<file path="src/rtl/sio_stat_pkg.sv">
package sio_stat_pkg;

    localparam int REG_W = 8;

    // Bit positions; software decodes these, so they are fixed.
    localparam int B_TXEMPTY = 7;
    localparam int B_RXFULL  = 6;
    localparam int B_OVRUN   = 5;
    localparam int B_FRMERR  = 4;
    localparam int B_PARERR  = 3;
    localparam int B_TXDONE  = 2;
    localparam int B_MPRX    = 1;
    localparam int B_MPTX    = 0;

    // The protected flags occupy a contiguous run from PARERR upward.
    localparam int N_PROT   = B_TXEMPTY - B_PARERR + 1;
    localparam int IDX_TXE  = B_TXEMPTY - B_PARERR;

    localparam logic [REG_W-1:0] RST_VAL = 8'h84;

    typedef struct packed {
        logic flag;
        logic arm;
    } prot_state_t;

    typedef struct packed {
        logic done;
    } txdone_state_t;

    typedef struct packed {
        logic mprx;
        logic mptx;
    } mp_state_t;

endpackage

</file>
<file path="src/rtl/sio_prot_flag.sv">
module sio_prot_flag
    import sio_stat_pkg::*;
#(
    parameter logic RST_FLAG = 1'b0
) (
    input  logic clk,
    input  logic rst_n,
    input  logic set_i,
    input  logic rd_i,
    input  logic wr_i,
    input  logic wbit_i,
    output logic flag_o,
    output logic clr_o
);

    prot_state_t st_d, st_q;

    always_comb begin
        st_d  = st_q;
        clr_o = wr_i && !wbit_i && st_q.arm && st_q.flag;
        if (set_i) begin
            st_d.flag = 1'b1;
            st_d.arm  = 1'b0;
        end else if (clr_o) begin
            st_d.flag = 1'b0;
            st_d.arm  = 1'b0;
        end else if (rd_i && st_q.flag) begin
            st_d.arm  = 1'b1;
        end
    end

    always_ff @(posedge clk or negedge rst_n) begin
        if (!rst_n) begin
            st_q.flag <= RST_FLAG;
            st_q.arm  <= 1'b0;
        end else begin
            st_q <= st_d;
        end
    end

    assign flag_o = st_q.flag;

endmodule

</file>
<file path="src/rtl/sio_txdone.sv">
module sio_txdone
    import sio_stat_pkg::*;
(
    input  logic clk,
    input  logic rst_n,
    input  logic set_i,
    input  logic clr_i,
    input  logic ie_i,
    output logic done_o,
    output logic irq_o
);

    txdone_state_t st_d, st_q;

    always_comb begin
        st_d = st_q;
        if (set_i) begin
            st_d.done = 1'b1;
        end else if (clr_i) begin
            st_d.done = 1'b0;
        end
    end

    always_ff @(posedge clk or negedge rst_n) begin
        if (!rst_n) begin
            st_q.done <= RST_VAL[B_TXDONE];
        end else begin
            st_q <= st_d;
        end
    end

    assign done_o = st_q.done;
    assign irq_o  = ie_i && st_q.done;

endmodule

</file>
<file path="src/rtl/sio_mp_bits.sv">
module sio_mp_bits
    import sio_stat_pkg::*;
(
    input  logic clk,
    input  logic rst_n,
    input  logic load_i,
    input  logic val_i,
    input  logic wr_i,
    input  logic wbit_i,
    output logic mprx_o,
    output logic mptx_o
);

    mp_state_t st_d, st_q;

    always_comb begin
        st_d = st_q;
        if (load_i) begin
            st_d.mprx = val_i;
        end
        if (wr_i) begin
            st_d.mptx = wbit_i;
        end
    end

    always_ff @(posedge clk or negedge rst_n) begin
        if (!rst_n) begin
            st_q.mprx <= RST_VAL[B_MPRX];
            st_q.mptx <= RST_VAL[B_MPTX];
        end else begin
            st_q <= st_d;
        end
    end

    assign mprx_o = st_q.mprx;
    assign mptx_o = st_q.mptx;

endmodule

</file>
<file path="src/rtl/sio_stat_reg.sv">
module sio_stat_reg
    import sio_stat_pkg::*;
(
    input  logic             clk,
    input  logic             rst_n,
    input  logic             cpu_cs,
    input  logic             cpu_we,
    input  logic             cpu_re,
    input  logic [REG_W-1:0] cpu_wdata,
    output logic [REG_W-1:0] cpu_rdata,
    input  logic             tx_en,
    input  logic             tei_en,
    input  logic             hw_tdr_load,
    input  logic             hw_rx_done,
    input  logic             hw_overrun,
    input  logic             hw_frame_err,
    input  logic             hw_parity_err,
    input  logic             hw_tx_end,
    input  logic             hw_mpb_load,
    input  logic             hw_mpb_val,
    output logic             tei_req
);

    logic              rd_hit;
    logic              wr_hit;
    logic [N_PROT-1:0] set_vec;
    logic [N_PROT-1:0] flag_vec;
    logic [N_PROT-1:0] clr_vec;
    logic              txdone;
    logic              mprx;
    logic              mptx;
    logic [REG_W-1:0]  stat_w;

    assign rd_hit = cpu_cs && cpu_re;
    assign wr_hit = cpu_cs && cpu_we;

    // Index 0 is PARERR, index N_PROT-1 is TXEMPTY.
    assign set_vec = {hw_tdr_load || !tx_en,
                      hw_rx_done,
                      hw_overrun,
                      hw_frame_err,
                      hw_parity_err};

    for (genvar i = 0; i < N_PROT; i++) begin : g_prot
        sio_prot_flag #(
            .RST_FLAG (RST_VAL[B_PARERR + i])
        ) u_flag (
            .clk    (clk),
            .rst_n  (rst_n),
            .set_i  (set_vec[i]),
            .rd_i   (rd_hit),
            .wr_i   (wr_hit),
            .wbit_i (cpu_wdata[B_PARERR + i]),
            .flag_o (flag_vec[i]),
            .clr_o  (clr_vec[i])
        );
    end

    sio_txdone u_txdone (
        .clk    (clk),
        .rst_n  (rst_n),
        .set_i  (hw_tx_end),
        .clr_i  (clr_vec[IDX_TXE]),
        .ie_i   (tei_en),
        .done_o (txdone),
        .irq_o  (tei_req)
    );

    sio_mp_bits u_mp (
        .clk    (clk),
        .rst_n  (rst_n),
        .load_i (hw_mpb_load),
        .val_i  (hw_mpb_val),
        .wr_i   (wr_hit),
        .wbit_i (cpu_wdata[B_MPTX]),
        .mprx_o (mprx),
        .mptx_o (mptx)
    );

    assign stat_w    = {flag_vec, txdone, mprx, mptx};
    assign cpu_rdata = rd_hit ? stat_w : '0;

endmodule

</file>
<file path="config.mk">
export PLATFORM = sky130hd
export DESIGN_NAME = sio_stat_reg
export DESIGN_NICKNAME = d
export VERILOG_FILES = /design/src/rtl/sio_stat_pkg.sv /design/src/rtl/sio_prot_flag.sv /design/src/rtl/sio_txdone.sv /design/src/rtl/sio_mp_bits.sv /design/src/rtl/sio_stat_reg.sv
export SDC_FILE = /design/constraint.sdc
export NUM_CORES = 1
export LEC_CHECK = 0
export CAP_MARGIN = 20
export CELL_PAD_IN_SITES_DETAIL_PLACEMENT = 2
export CELL_PAD_IN_SITES_GLOBAL_PLACEMENT = 2
export CORE_AREA = 5 5 62 64
export CTS_CLUSTER_DIAMETER = 100
export DETAILED_ROUTE_END_ITERATION = 10
export DIE_AREA = 0 0 67 69
export GPL_ROUTABILITY_DRIVEN = 0
export PLACE_DENSITY = 0.74
export SLEW_MARGIN = 20
export SYNTH_ARGS = -nofsm -noshare
export SYNTH_HDL_FRONTEND = slang
export SYNTH_HIERARCHICAL = 1
export SYNTH_SLANG_ARGS = --single-unit
export TNS_END_PERCENT = 20
</file>
<file path="constraint.sdc">
create_clock -name clk -period 1 [get_ports clk]
set_input_delay 0.1 -clock clk [delete_from_list [all_inputs] [get_ports clk]]
set_output_delay 0.1 -clock clk [all_outputs]
set_load 0.02 [all_outputs]
</file>
==> impl_metrics.yaml <==
floorplan:
  num_rows: 21
  io_pins: 32
  die_area_mm2: 0.004623
  die-width_um: 67
  core_area_mm2: 0.003232
  start_util_pct: 21.22
  fp.dieH_um: 69
status:
  violations: "negative setup slack"
  status: "complete, but fails checks"
worst_setup_path:
  end_kind: "primary output"
  crit_type: "reg2out"
  cp-start-kind: "register"
  r2r_cells: 3
  critical_path_arrival_ps: 1100
  cp.required_ps: 900
  path_max_fanout: 3
power:
  p_comb_share_pct: 24.9
  pwr-share-clk_pct: 26.7
  leakage_uw: 0.0005230
  power_frac_seq_pct: 48.4
  p_sw_uw: 301.5
  sw_frac_of_total_pct: 25.34
  ir_worst_vdd_uv: 304.8
  p_int_uw: 888.4
  power_density_mw_per_mm2: 1024
routing:
  avgViaCountPerCell: 4.327
  drc_errors: 0
  drt-total-wl_um: 2354
  detail_route.wl_per_cell_um: 15.39
  dr.pass1.iters: 2
  ant_nets: 0
  via_count: 662
  drt_iter0_markers: 11
final_layout:
  layout_commonest_cell: "clkdlybuf4s50_1"
  layout-drive-gt1-share_pct: 35.51
  nFillCells: 355
  final_nets: 131
  syn_to_final_growth_pct: 69.52
  multi_input_area_um2: 351.6
  regArea_um2: 327.8
  n_antenna_cell: 0
  mostFrequentLayoutCells: "clkdlybuf4s50_1 (18), buf_4 (12), dfrtp_1 (11)"
timing:
  finalHoldViolCount: 0
  relSlewSlack_pct: 82.20
  hold_ws_ps: 149.2
  finalSetupTns_ps: -1476
  drv_slew: 0
  post-route-period-util_pct: 120.4
  rsz0062_at_grt: "yes"
  max_freq_ghz: 0.8304
  worst_slew_pin_slew_ps: 263.4
  min_period_ps: 1204
  fin_worst_skew_ps: 2.936
  finalSetupViolCount: 21
  worst_slack_ps: -204.3
clock_tree:
  cts_buffer_depth: 2
  cts_tree: "built"
  cts.clk_slew.worst_paths_ps: 80
  clock-sinks: 13
  clk_latency_ps: 270
  root_buffer: "clkbuf_4"
  cts_buffers: 3
  ctsHoldBuffers: 0
  h-tree-depth: 1
place:
  portBuffers: 29
  hpwl_um: 1866
grt:
  grt_start_max_net_pins: 14
  grt_overflow: 0
  grt_pass1_vias: 776
  gr-usage-all-layers_pct: 10.71
  antenna_found_initial: 0
  grt_pass1_wl_um: 3836
synth:
  synth_warnings: 6
  syn_avg_cell_area_um2: 11.24
  synthCells: 61
  synth_nets: 84
  syn_area_um2: 685.7
flow_run:
  drv_cap: 0
min_path:
  min_path_type: "in2async"
==> flip-flops by register name, indices dropped and copies added, names as in the netlist <==
| signal | cells |
|---|---|
| u_mp/mprx_o | 1 |
| u_txdone/done_o | 1 |
| u_mp/mptx_o | 1 |
| g_prot.u_flag/flag_o | 5 |
| g_prot.u_flag/st_q | 5 |
==> worst paths after layout <==
| path | start | end | slack (ps) |
|---|---|---|---|
| setup / recovery | u_txdone/done_o | cpu_rdata[2] | -200 |
| hold / removal | rst_n | g_prot[0].u_flag/st_q[0] | 150 |
| setup reg to reg | u_mp/mprx_o | u_mp/mprx_o | -20 |
| hold reg to reg | u_mp/mptx_o | u_mp/mptx_o | 520 |
| max in group asynchronous | rst_n | g_prot[4].u_flag/flag_o | 610 |
| min in group clk | hw_tx_end | u_txdone/done_o | 400 |
==> through the flow <==
stage | total power, uW | instance area [um2] | worst slack, ps | std cells | util, %
3_3_place_gp | 872.0 | 1121 | -622.0 | 146 | 34.69
2_1_floorplan | 687.7 | 685.7 | 83.31 | 61 | -
6_report | 1190 | 1162 | -204.3 | 153 | 35.97
5_1_grt | 1265 | 1162 | -250.4 | 153 | 35.97
4_1_cts | 1213 | 1145 | -210.0 | 152 | 35.42
3_5_place_dp | 883.6 | 1121 | -671.0 | 146 | 34.69
==> power by group through the flow <==
stage / logic, uW / clock network (uW) / registers, uW
6_report: 296 / 318 / 576
5_1_grt: 319 / 368 / 578
4_1_cts: 297 / 341 / 575
3_5_place_dp: 299 / 0 / 585
3_3_place_gp: 290 / 0 / 582
2_1_floorplan: 109 / 0 / 579
==> worst max-delay path, stage by stage (launching register included) <==
cell     delay [ps]
dfstp_2         550
and3_4          180
buf_6           110
==> area by class of cell <==
cell class | instances | share of cell area [%]
Inverter | 7 | 2.261
Timing Repair Buffer | 42 | 32.08
Clock buffer | 4 | 2.261
Multi-Input combinational cell | 41 | 30.25
Sequential cell | 13 | 28.20
Tap cell | 46 | 4.952
==> layer usage <==
layer | vias to the layer above | part of all wire [%] | GRT usage [%]
li1 | 318 | - | -
met5 | - | 0 | 0
met1 | 321 | 41 | 11.74
met3 | 2 | 8.5 | 3.734
met4 | 0 | 0.76 | 3.378
met2 | 21 | 50 | 18.78
==> what timing repair did <==
action,CTS,global route
cloned,0,0
gates resized for setup,45,3
buffers inserted,2,1
pin swaps,0,2
endpoints found under the setup margin,21,21
No activity file was read; power rests on OpenSTA's default activity.
